$ cat src/rtl/duo_serial_pkg.sv
package duo_serial_pkg;
  localparam int DATA_W  = 8;
  localparam int NUM_CH  = 2;
  localparam int PTR_W   = 4;
  localparam int CMD_W   = 3;
  localparam int SEL_W   = $clog2(NUM_CH);

  // command field values (control byte bits 5:3 at pointer zero)
  localparam logic [CMD_W-1:0] CMD_POINT_HI = 3'b001;
  localparam logic [CMD_W-1:0] CMD_CLR_TX   = 3'b101;
  localparam logic [CMD_W-1:0] CMD_RST_IUS  = 3'b111;

  // register indices the block decodes
  localparam logic [PTR_W-1:0] REG_STATUS  = 4'd0;
  localparam logic [PTR_W-1:0] REG_INT_CFG = 4'd1;
  localparam logic [PTR_W-1:0] REG_VECTOR  = 4'd2;
  localparam logic [PTR_W-1:0] REG_RX_CFG  = 4'd3;
  localparam logic [PTR_W-1:0] REG_MASTER  = 4'd9;
  localparam logic [PTR_W-1:0] REG_DIV_LO  = 4'd12;
  localparam logic [PTR_W-1:0] REG_DIV_HI  = 4'd13;
  localparam logic [PTR_W-1:0] REG_EXT_CFG = 4'd15;

  localparam logic [DATA_W-1:0] SPECIAL_IDLE = 8'h07;

  // vector codes
  localparam logic [DATA_W-1:0] VEC_A_RX_LO = 8'h0C;
  localparam logic [DATA_W-1:0] VEC_A_RX_HI = 8'h30;
  localparam logic [DATA_W-1:0] VEC_A_TX_LO = 8'h08;
  localparam logic [DATA_W-1:0] VEC_A_TX_HI = 8'h10;
  localparam logic [DATA_W-1:0] VEC_B_RX_LO = 8'h04;
  localparam logic [DATA_W-1:0] VEC_B_RX_HI = 8'h20;
  localparam logic [DATA_W-1:0] VEC_B_TX    = 8'h00;
  localparam logic [DATA_W-1:0] VEC_NONE_LO = 8'h06;
  localparam logic [DATA_W-1:0] VEC_NONE_HI = 8'h60;

  typedef struct packed {
    logic [PTR_W-1:0]  ptr;
    logic              tx_ie;
    logic [1:0]        rx_mode;
    logic              rx_en;
    logic              stat_hi;
    logic              brk_ie;
    logic [DATA_W-1:0] div_lo;
    logic [DATA_W-1:0] div_hi;
    logic [DATA_W-1:0] rx_buf;
    logic              rxav;
    logic              brk;
    logic              rx_int;
    logic              tx_int;
    logic              rx_us;
    logic              tx_us;
  } chan_st_t;

  localparam chan_st_t CHAN_RST = '{
    ptr: '0, tx_ie: 1'b0, rx_mode: 2'b00, rx_en: 1'b0, stat_hi: 1'b0,
    brk_ie: 1'b1, div_lo: '0, div_hi: '0, rx_buf: '0, rxav: 1'b0,
    brk: 1'b0, rx_int: 1'b0, tx_int: 1'b0, rx_us: 1'b0, tx_us: 1'b0};
endpackage

$ cat src/rtl/duo_serial_rstsync.sv
module duo_serial_rstsync (
  input  logic clk,
  input  logic rst_n,
  output logic rst_n_sync
);
  logic [1:0] sync_q;

  always_ff @(posedge clk or negedge rst_n) begin
    if (!rst_n) sync_q <= 2'b00;
    else        sync_q <= {sync_q[0], 1'b1};
  end

  assign rst_n_sync = sync_q[1];
endmodule

$ cat src/rtl/duo_serial_chan.sv
module duo_serial_chan
  import duo_serial_pkg::*;
(
  input  logic              clk,
  input  logic              rst_n,
  input  logic              acc,
  input  logic              wr_en,
  input  logic              data_sel,
  input  logic [DATA_W-1:0] wdata,
  input  logic              soft_rst,
  input  logic              rx_valid,
  input  logic [DATA_W-1:0] rx_data,
  input  logic              brk_evt,
  output logic [PTR_W-1:0]  ptr,
  output logic              rx_reject,
  output logic              irq_req,
  output logic              rx_pend,
  output logic              tx_pend,
  output logic              ext_pend,
  output logic              rx_us,
  output logic              tx_us,
  output logic              stat_hi,
  output logic [DATA_W-1:0] status,
  output logic [DATA_W-1:0] rx_buf,
  output logic [DATA_W-1:0] div_lo,
  output logic [DATA_W-1:0] div_hi,
  output logic [1:0]        rst_cmd
);
  chan_st_t st_q, st_d;
  logic     st_en;
  logic     rx_take;

  assign rx_take = rx_valid & st_q.rx_en & ~st_q.rxav;
  assign st_en   = acc | rx_valid | brk_evt | soft_rst;

  always_comb begin
    st_d    = st_q;
    rst_cmd = 2'b00;
    if (acc && !data_sel && wr_en) begin
      if (st_q.ptr == '0) begin
        st_d.ptr = {(wdata[5:3] == CMD_POINT_HI), wdata[2:0]};
        if (wdata[5:3] == CMD_CLR_TX) begin
          st_d.tx_int = 1'b0;
          st_d.tx_us  = 1'b0;
          if (st_d.rx_int) st_d.rx_us = 1'b1;
        end else if (wdata[5:3] == CMD_RST_IUS) begin
          if (st_d.rx_us) begin
            st_d.rx_us = 1'b0;
            if (st_d.tx_int) st_d.tx_us = 1'b1;
          end else begin
            st_d.tx_us = 1'b0;
          end
        end
      end else begin
        st_d.ptr = '0;
        case (st_q.ptr)
          REG_INT_CFG: begin
            st_d.tx_ie   = wdata[1];
            st_d.rx_mode = wdata[4:3];
          end
          REG_RX_CFG:  st_d.rx_en = wdata[0];
          REG_MASTER: begin
            rst_cmd = wdata[7:6];
            if (wdata[7:6] == 2'b00) st_d.stat_hi = wdata[4];
          end
          REG_DIV_LO:  st_d.div_lo = wdata;
          REG_DIV_HI:  st_d.div_hi = wdata;
          REG_EXT_CFG: st_d.brk_ie = wdata[7];
          default: ;
        endcase
      end
    end else if (acc && !data_sel) begin
      st_d.ptr = '0;
    end else if (acc && wr_en) begin
      st_d.tx_int = 1'b1;
      if (!st_d.rx_us) st_d.tx_us = 1'b1;
    end else if (acc) begin
      st_d.rxav   = 1'b0;
      st_d.rx_int = 1'b0;
      st_d.rx_us  = 1'b0;
      if (st_d.tx_int) st_d.tx_us = 1'b1;
    end
    if (rx_take) begin
      st_d.rxav   = 1'b1;
      st_d.rx_buf = rx_data;
      st_d.rx_int = 1'b1;
      st_d.rx_us  = 1'b1;
    end
    if (brk_evt) st_d.brk = 1'b1;
    if (soft_rst) st_d = CHAN_RST;
  end

  always_ff @(posedge clk or negedge rst_n) begin
    if (!rst_n)     st_q <= CHAN_RST;
    else if (st_en) st_q <= st_d;
  end

  assign ptr       = st_q.ptr;
  assign rx_reject = rx_valid & ~rx_take;
  assign rx_pend   = st_q.rx_int;
  assign tx_pend   = st_q.tx_ie & st_q.tx_int;
  assign ext_pend  = st_q.brk_ie & st_q.brk;
  assign irq_req   = tx_pend | ext_pend |
                     (((st_q.rx_mode == 2'b01) || (st_q.rx_mode == 2'b10)) & st_q.rx_int);
  assign rx_us     = st_q.rx_us;
  assign tx_us     = st_q.tx_us;
  assign stat_hi   = st_q.stat_hi;
  assign status    = {st_q.brk, 1'b1, 3'b000, 1'b1, 1'b0, st_q.rxav};
  assign rx_buf    = st_q.rx_buf;
  assign div_lo    = st_q.div_lo;
  assign div_hi    = st_q.div_hi;
endmodule

$ cat src/rtl/duo_serial_vec.sv
module duo_serial_vec
  import duo_serial_pkg::*;
(
  input  logic [NUM_CH-1:0] rx_us,
  input  logic [NUM_CH-1:0] tx_us,
  input  logic [NUM_CH-1:0] rx_pend,
  input  logic [NUM_CH-1:0] tx_pend,
  input  logic [NUM_CH-1:0] ext_pend,
  input  logic [NUM_CH-1:0] stat_hi,
  output logic [DATA_W-1:0] vector,
  output logic [DATA_W-1:0] pending
);
  // index 0 is channel A, index 1 is channel B; A outranks B
  always_comb begin
    if (rx_us[0])      vector = stat_hi[0] ? VEC_A_RX_HI : VEC_A_RX_LO;
    else if (tx_us[0]) vector = stat_hi[0] ? VEC_A_TX_HI : VEC_A_TX_LO;
    else if (rx_us[1]) vector = stat_hi[1] ? VEC_B_RX_HI : VEC_B_RX_LO;
    else if (tx_us[1]) vector = VEC_B_TX;
    else               vector = stat_hi[1] ? VEC_NONE_HI : VEC_NONE_LO;
  end

  assign pending = {2'b00, rx_pend[0], tx_pend[0], ext_pend[0],
                    rx_pend[1], tx_pend[1], ext_pend[1]};
endmodule

$ cat src/rtl/duo_serial_intc.sv
module duo_serial_intc
  import duo_serial_pkg::*;
(
  input  logic                          clk,
  input  logic                          rst_n,
  input  logic                          host_sel,
  input  logic                          host_we,
  input  logic [SEL_W:0]                host_addr,
  input  logic [DATA_W-1:0]             host_wdata,
  output logic [DATA_W-1:0]             host_rdata,
  input  logic [NUM_CH-1:0]             rx_valid,
  input  logic [NUM_CH-1:0][DATA_W-1:0] rx_data,
  input  logic [NUM_CH-1:0]             brk_evt,
  output logic [NUM_CH-1:0]             rx_reject,
  output logic                          irq
);
  logic                 rst_n_sync;
  logic [PTR_W-1:0]     ptr_w    [NUM_CH];
  logic [DATA_W-1:0]    status_w [NUM_CH];
  logic [DATA_W-1:0]    rxbuf_w  [NUM_CH];
  logic [DATA_W-1:0]    divlo_w  [NUM_CH];
  logic [DATA_W-1:0]    divhi_w  [NUM_CH];
  logic [1:0]           rstcmd_w [NUM_CH];
  logic [NUM_CH-1:0]    irq_w, rxp_w, txp_w, extp_w, rxus_w, txus_w, sthi_w;
  logic [NUM_CH-1:0]    soft_rst;
  logic [DATA_W-1:0]    vec_w, pend_w;
  logic [DATA_W-1:0]    rd_byte;
  logic [DATA_W-1:0]    rdata_q;
  logic                 rd_en;
  logic [SEL_W-1:0]     rd_ch;

  duo_serial_rstsync u_rst (.clk(clk), .rst_n(rst_n), .rst_n_sync(rst_n_sync));

  // reset command bit 1 targets channel A, bit 0 targets channel B
  assign soft_rst[0] = rstcmd_w[0][1] | rstcmd_w[1][1];
  assign soft_rst[1] = rstcmd_w[0][0] | rstcmd_w[1][0];

  for (genvar c = 0; c < NUM_CH; c++) begin : g_ch
    duo_serial_chan u_chan (
      .clk(clk), .rst_n(rst_n_sync),
      .acc(host_sel && (host_addr[SEL_W:1] == SEL_W'(c))),
      .wr_en(host_we), .data_sel(host_addr[0]), .wdata(host_wdata),
      .soft_rst(soft_rst[c]),
      .rx_valid(rx_valid[c]), .rx_data(rx_data[c]), .brk_evt(brk_evt[c]),
      .ptr(ptr_w[c]), .rx_reject(rx_reject[c]), .irq_req(irq_w[c]),
      .rx_pend(rxp_w[c]), .tx_pend(txp_w[c]), .ext_pend(extp_w[c]),
      .rx_us(rxus_w[c]), .tx_us(txus_w[c]), .stat_hi(sthi_w[c]),
      .status(status_w[c]), .rx_buf(rxbuf_w[c]),
      .div_lo(divlo_w[c]), .div_hi(divhi_w[c]), .rst_cmd(rstcmd_w[c]));
  end

  duo_serial_vec u_vec (
    .rx_us(rxus_w), .tx_us(txus_w), .rx_pend(rxp_w), .tx_pend(txp_w),
    .ext_pend(extp_w), .stat_hi(sthi_w), .vector(vec_w), .pending(pend_w));

  assign rd_ch = host_addr[SEL_W:1];
  assign rd_en = host_sel & ~host_we;

  always_comb begin
    if (host_addr[0]) begin
      rd_byte = rxbuf_w[rd_ch];
    end else begin
      case (ptr_w[rd_ch])
        REG_STATUS:  rd_byte = status_w[rd_ch];
        REG_INT_CFG: rd_byte = SPECIAL_IDLE;
        REG_VECTOR:  rd_byte = (rd_ch == SEL_W'(1)) ? vec_w : '0;
        REG_RX_CFG:  rd_byte = (rd_ch == SEL_W'(0)) ? pend_w : '0;
        REG_DIV_LO:  rd_byte = divlo_w[rd_ch];
        REG_DIV_HI:  rd_byte = divhi_w[rd_ch];
        default:     rd_byte = '0;
      endcase
    end
  end

  always_ff @(posedge clk or negedge rst_n_sync) begin
    if (!rst_n_sync) rdata_q <= '0;
    else if (rd_en)  rdata_q <= rd_byte;
  end

  assign host_rdata = rdata_q;
  assign irq        = |irq_w;
endmodule

$ cat config.mk
export PLATFORM = sky130hd
export DESIGN_NAME = duo_serial_intc
export DESIGN_NICKNAME = d
export VERILOG_FILES = /design/src/rtl/duo_serial_pkg.sv /design/src/rtl/duo_serial_rstsync.sv /design/src/rtl/duo_serial_chan.sv /design/src/rtl/duo_serial_vec.sv /design/src/rtl/duo_serial_intc.sv
export SDC_FILE = /design/constraint.sdc
export NUM_CORES = 1
export LEC_CHECK = 0
export BUFFER_PORTS_ARGS = -buffer_cell sky130_fd_sc_hd__buf_2
export CAP_MARGIN = 15
export CORE_UTILIZATION = 54
export CTS_BUF_LIST = sky130_fd_sc_hd__clkbuf_8
export CTS_CLUSTER_DIAMETER = 40
export CTS_CLUSTER_SIZE = 30
export DETAILED_ROUTE_END_ITERATION = 10
export PLACE_DENSITY_LB_ADDON = 0.25
export SYNTH_ARGS = -nofsm -noshare
export SYNTH_HDL_FRONTEND = slang
export SYNTH_SLANG_ARGS = --single-unit
$ cat constraint.sdc
create_clock -name clk -period 3.1 [get_ports clk]
set_input_delay 0.155 -clock clk [delete_from_list [all_inputs] [get_ports clk]]
set_output_delay 0.155 -clock clk [all_outputs]
set_load 0.01 [all_outputs]
==> impl_metrics.ini, run 1 <==
[route]
met1_length_um = 5320
route.met3.wl_um = 662
first_iter_violations = 312
dr_wl_met2_um = 5700
num_vias = 3953
route.detailed.vias_per_inst = 6.24
wl_per_cell_um = 19.2
routed.top_layer = met4
final_antenna_net_count = 0
post-route-drc-count = 0
finalWirelength_um = 12200
firstDrtPassIters = 5

[synthesis]
seq_area_frac_synth_pct = 46.2
ys_types = 67
synth-seq-cells = 88
synth-edff-count = 0
ys.flop_type = dfrtp_1
syn_area_per_cell_um2 = 9.62
synthArstFlopShare_pct = 100
syn_area_um2 = 4770
synth_cells = 496
synth_area_leaders = dfrtp_1 45%, mux2i_1 12%, nor2_1 5.4%
syn_nets = 530
yosysWarningCount = 0
synth_top_area_share_pct = 45.1
synth_largest_area_cell = dfrtp_1

[timing]
relSlewSlack_pct = 60.0
fin_crit_ns = 2.29
finalHoldViolCount = 0
rsz0062_at_grt = false
final.setup.tns_ns = 0
finClkSkew_ns = 0.0166
final-setup-viol-count = 0
fin_crit_sh_pct = 74.0
drv_slew = 0
tightest_slew_ns = 0.588
fmax_mhz = 436

[finish]
num-fill-cells = 710
final_nets = 557
drive_above_1_share_pct = 17.2
fin_area_um2 = 5230
diodes = 0
utilization_pct = 62.4
syn2layout_area_growth_pct = 9.62

[floorplanning]
die_area_um2 = 9220
coreArea_um2 = 8380
die_h_um = 96.0
fp.dieW_um = 96.0
io_pins = 45
start_util_pct = 56.9
row_count = 33

[cts]
clockBufferDepth = 2
cts_sinks = 88
cts_buffers = 9
cts_setup_buffers = 0
cts_tree = built
htreeDepth = 3
clock_latency_ns = 0.36
cts-root-buf = clkbuf_8
clk_pin_slew_ns = 0.10

[global_route]
grt_max_degree = 87
track_usage_pct = 28.2
grt_pass1_wl_um = 19100
antenna_found_initial = 0
grt-ovfl-total = 0
grt_pass1_vias = 3598

[critical_path]
crit_required_ns = 3.34
crit_path_max_fanout = 25
startpoint_type = flip-flop
crit_type = flip-flop to flip-flop
cpMaxStageDelayCell = dfrtp_1
max_stage_delay_ns = 0.74
end_kind = flip-flop
crit_arrival_ns = 2.53
worstPathCellList = nand4_1 -> a21boi_2 -> buf_4 -> nor2_1

[power_and_ir_drop]
power.density_nw_per_um2 = 563
power_uw = 2940
p_leak_uw = 0.00251
peakVddDrop_mv = 0.344

[run_status]
status = complete, no violations

[place]
gp_congestion = 1.06
hpwl_um = 8660
io_buffers = 44
placed_area_um2 = 4950

[worst_hold_path]
worstHoldPathType = input pin to flip-flop

[job]
max-cap-violations = 0
[Yosys cell counts (3+ instances only)]
cell and count:
o21ai_0 10, nand3_1 12, and2_1 3, mux2_2 8, a211oi_1 4, nand4b_1 4
a311oi_1 4, nor3_1 6, buf_4 7, o21ai_1 3, and3_1 3, a22oi_1 18
nand2b_1 6, dfrtp_1 86, mux2i_1 55, o31ai_1 6, a21oi_1 32, or3_1 4
nand4_1 5, nor2_1 69, a31oi_1 3, nor2b_1 7, nand2_1 62, clkbuf_1 14
o22ai_1 3, buf_2 11
[worst max-delay path: cells and delay by family (launching register included)]
family / cells / cell delay, ns
flip-flops: 1 / 0.74
AO/OA/AOI/OAI: 1 / 0.58
buffers and inverters: 1 / 0.38
AND/OR/NAND/NOR: 2 / 0.46
[cells by family (layout without fill, tap and decap cells)]
logic type      Yosys count  count (layout)  synth area share, %
compound gates          102             102                 14.4
other cells               1               1               0.0786
mux                      64              64                 13.7
xor+xnor                  2               2                0.367
flops                    88              88                 46.2
buf+inv                  38              70                 4.56
simple gates            201             201                 20.7
[state kept, by name, indices dropped and copies added (netlist names)]
| signal | count |
|---|---|
| u_rst.sync_q | 2 |
| g_ch.u_chan.ptr | 8 |
| g_ch.u_chan.status | 3 |
| g_ch.u_chan.rx_buf | 16 |
| g_ch.u_chan.st_q | 12 |
| g_ch.u_chan.div_hi | 16 |
| g_ch.u_chan.rx_pend | 1 |
| g_ch.u_chan.stat_hi | 2 |
| g_ch.u_chan.div_lo | 16 |
| g_ch.u_chan.tx_us | 2 |
| g_ch.u_chan.rx_us | 2 |
| host_rdata | 8 |
[where the power goes]
part	switching [uW]	total (uW)	internal (uW)
logic	299	553	254
clock network	421	902	480
registers	186	1490	1300
[per-stage QoR]
stage	std cells	setup slack, ns	hold slack [ns]
after floorplan	496	0.471	-0.141
after global placement	614	0.872	-0.0611
after detailed placement	614	0.826	-0.0591
after CTS	632	0.838	0.0190
after global routing	633	0.686	0.0178
final	633	0.807	0.0199
[final cells by class]
cell class | count | area, um^2 | share of cell area [%]
multi-input cells | 370 | 2350 | 44.9
clock buffers | 10 | 138 | 2.63
well taps | 105 | 131 | 2.51
flip-flops and latches | 88 | 2210 | 42.2
clock inverters | 6 | 91.3 | 1.75
inverters | 2 | 7.51 | 0.144
repair buffers | 52 | 305 | 5.84
[layout by cell type, fill, tap and decap left out, drive strengths merged, types with 8 or more instances in the layout]
cell / n
nand2: 64
nand3: 13
o21ai: 14
nor2: 70
mux2i: 56
mux2: 8
a21oi: 32
dfrtp: 86
a22oi: 18
buf: 50
clkbuf: 10
[what timing repair did]
item | CTS | global route
hold endpoints to repair | 3 | 0
gates resized for setup | 0 | 0
hold buffers | 2 | 0
[routing by layer]
layer	vias up	global-route usage [%]
met2	165	44.4
met1	1921	38.1
met5	-	0
met3	43	4.19
li1	1824	-
met4	0	13.6
[final timing paths]
check / startpoint / endpoint / slack, ns / depth (start not counted)
setup / recovery: g_ch[0].u_chan.ptr[0] / g_ch[1].u_chan.ptr[0] / 0.81 / 4
hold / removal: rx_data[5] / g_ch[0].u_chan.rx_buf[5] / 0.02 / 3
setup reg to reg: g_ch[0].u_chan.ptr[0] / g_ch[1].u_chan.ptr[0] / 0.81 / 4
hold reg to reg: u_rst.sync_q[1] / g_ch[1].u_chan.rx_buf[2] / 0.32 / 0
max in group asynchronous: u_rst.sync_q[1] / g_ch[1].u_chan.st_q[30] / 2.12 / 1
min in group asynchronous: rst_n / u_rst.sync_q[1] / 0.10 / 2
Note: power is estimated with default switching activity, not from simulation.
==> inputs of run 2 (changes only) <==
Settings changed: ABC_AREA set to 1.
Clock period 3.1 ns to 2.34 ns, I/O delays scaled along.
==> run 2 against run 1 <==
  * The flow now finishes with violations (design-rule violations)
  * Routed wire length up 18%
  * Global-route usage up 2.9 points
  * First-iteration DRC count up 33%
  * Clock skew down 0.0034 ns
  * Fmax up 16%
  * Worst setup slack worse by 0.44 ns
  * Clock power up 32%
  * Clock-buffer cell count unchanged
  * Critical endpoint is now g_ch[1].u_chan.rx_us
  * Largest power group unchanged
==> impl_metrics.ini, run 2 <==
[timing]
timing.final.ws_setup_ns = 0.369
final-setup-viol-count = 0
finalHoldViolCount = 0
fin_crit_ns = 1.97
relSlewSlack_pct = 56.9
final.setup.tns_ns = 0
rsz0062_at_grt = false
fmax_mhz = 507
drv_slew = 0
finClkSkew_ns = 0.0133
tightest_slew_ns = 0.644
fin_crit_sh_pct = 84.2

[global_route]
track_usage_pct = 31.1
grt_pass1_wl_um = 23300
grt_max_degree = 50
antenna_found_initial = 0
grt_pass1_vias = 4537
grt-ovfl-total = 0

[place]
dp.cells = 825
pre_cts_ws_ns = 0.266
io_buffers = 44
hpwl_um = 10700
gp_congestion = 0.917

[critical_path]
r2r_cells = 11
crit_path_max_fanout = 23
end_kind = flip-flop
crit_arrival_ns = 2.27
startpoint_type = flip-flop
rrSetupSlack_ns = 0.37
crit_type = flip-flop to flip-flop
rr_endpoint = g_ch[1].u_chan.rx_us
r2r_start = g_ch[1].u_chan.ptr[1]
crit_required_ns = 2.64

[cts]
cts_hold_buf = 16
cts_sinks = 88
cts_setup_buffers = 0
cts-root-buf = clkbuf_8
clockBufferDepth = 2
cts_buffers = 9
clk_pin_slew_ns = 0.09
htreeDepth = 3
cts_resized = 0
cts_tree = built
clock_latency_ns = 0.36

[worst_hold_path]
worstHoldPathType = input pin to flip-flop
min_to = g_ch[0].u_chan.rx_buf[2]
hold_depth = 3
min-delay-start = rx_data[2]

[finish]
final_common_cell = nand2_1
multi_input_area_um2 = 2380
layoutNonFillerInstCount = 857
utilization_pct = 63.9
drive_above_1_share_pct = 14.0
syn2layout_area_growth_pct = 12.5
diodes = 0
num-fill-cells = 797
final_nets = 778
final_cell_mix = 206 x nand2_1, 85 x dfrtp_1, 69 x inv_1
register_area_um2 = 2210

[synthesis]
synth_largest_area_cell = dfrtp_1
yosysWarningCount = 0
seq_area_frac_synth_pct = 43.9
syn_area_per_cell_um2 = 7.26
netlist_top_cells_count = 206 x nand2_1, 86 x dfrtp_1, 67 x inv_1, 66 x nor2_1, 64 x o21ai_0
synth-edff-count = 0
synthArstFlopShare_pct = 100
ys_types = 35
ys.flop_type = dfrtp_1
synth_cells = 692
syn_nets = 726
synth_top_area_share_pct = 42.8
synth-seq-cells = 88
synth_area_leaders = dfrtp_1 43%, nand2_1 15%, o21ai_0 6.4%
syn_area_um2 = 5020
yosysMostFrequentCell = nand2_1

[power_and_ir_drop]
power_uw = 4220
p_leak_uw = 0.00287
power.density_nw_per_um2 = 746
peakVddDrop_mv = 0.384

[floorplanning]
die_h_um = 98.5
io_pins = 45
die_area_um2 = 9700
start_util_pct = 56.8
coreArea_um2 = 8850
row_count = 34
fp.dieW_um = 98.5

[job]
max-cap-violations = 0

[route]
final_antenna_net_count = 0
wl_per_cell_um = 16.8
route.detailed.vias_per_inst = 5.67
firstDrtPassIters = 9
finalWirelength_um = 14400
num_vias = 4857
post-route-drc-count = 4
first_iter_violations = 415

[run_status]
status = finished, violations left
violations = design-rule violations
-- run 2: changes by cell type in the layout (fill, tap and decap cells not counted), moves of 18 or more --
cell	delta
nand2_1	+144
inv_1	+67
o21ai_0	+54
o21ai_1	+18
a22oi_1	-18
nand3_1	+48
mux2i_1	-55
-- run 2: worst max-delay path, cell delays in order, from the launching register on --
cell     delay, ns
dfrtp_1       0.44
inv_2         0.10
nand2_1       0.10
nor2_1        0.23
nand2_1       0.14
nand2_4       0.12
nand2_2       0.27
nand2_1       0.20
nor2_1        0.06
nor2_1        0.11
nand3_1       0.08
nand2_1       0.08
-- run 2: worst max-delay path by stage --
stage / from / end / slack, ns / cells past startpoint
2_1_floorplan: g_ch[1].u_chan.ptr[1] / g_ch[0].u_chan.div_hi[5] / 0.79 / 11
3_3_place_gp: host_addr[1] / host_rdata[5] / 0.29 / 9
3_5_place_dp: host_addr[1] / host_rdata[5] / 0.27 / 9
4_1_cts: g_ch[1].u_chan.ptr[1] / g_ch[1].u_chan.rx_us / 0.42 / 11
5_1_grt: g_ch[1].u_chan.ptr[1] / g_ch[1].u_chan.st_q[32] / 0.20 / 12
6_report: g_ch[1].u_chan.ptr[1] / g_ch[1].u_chan.rx_us / 0.37 / 11
-- run 2: final cells by class --
| cell class | count | area share, % |
|---|---|---|
| Multi-Input combinational cell | 507 | 42.2 |
| Sequential cell | 88 | 39.0 |
| Timing Repair Buffer | 67 | 7.65 |
| Inverter | 71 | 4.80 |
| Clock buffer | 10 | 2.43 |
| Tap cell | 108 | 2.39 |
| Clock inverter | 6 | 1.50 |
-- run 2: routing by layer --
metal	wire [um]	GRT usage, %
met1	6580	44.5
met2	6520	48.6
met3	865	4.68
met4	446	10.7
met5	0	0
-- run 2: cell families after synthesis --
family | Yosys count | share of synthesized area [%]
buffers and inverters | 97 | 8.66
other | 1 | 0.0746
AO/OA/AOI/OAI | 134 | 15.1
AND/OR/NAND/NOR | 372 | 32.3
flip-flops | 88 | 43.9
-- run 2: power by group --
part | switching (uW) | internal, uW
registers | 200 | 1820
logic | 650 | 362
clock network | 564 | 628
total | 1410 | 2810
-- run 2: per-stage QoR --
stage          area, um^2  hold WS, ns
2_1_floorplan        5030       -0.179
5_1_grt              5660       0.0213
3_5_place_dp         5270      -0.0972
3_3_place_gp         5270      -0.0965
4_1_cts              5660      0.00482
6_report             5660       0.0126
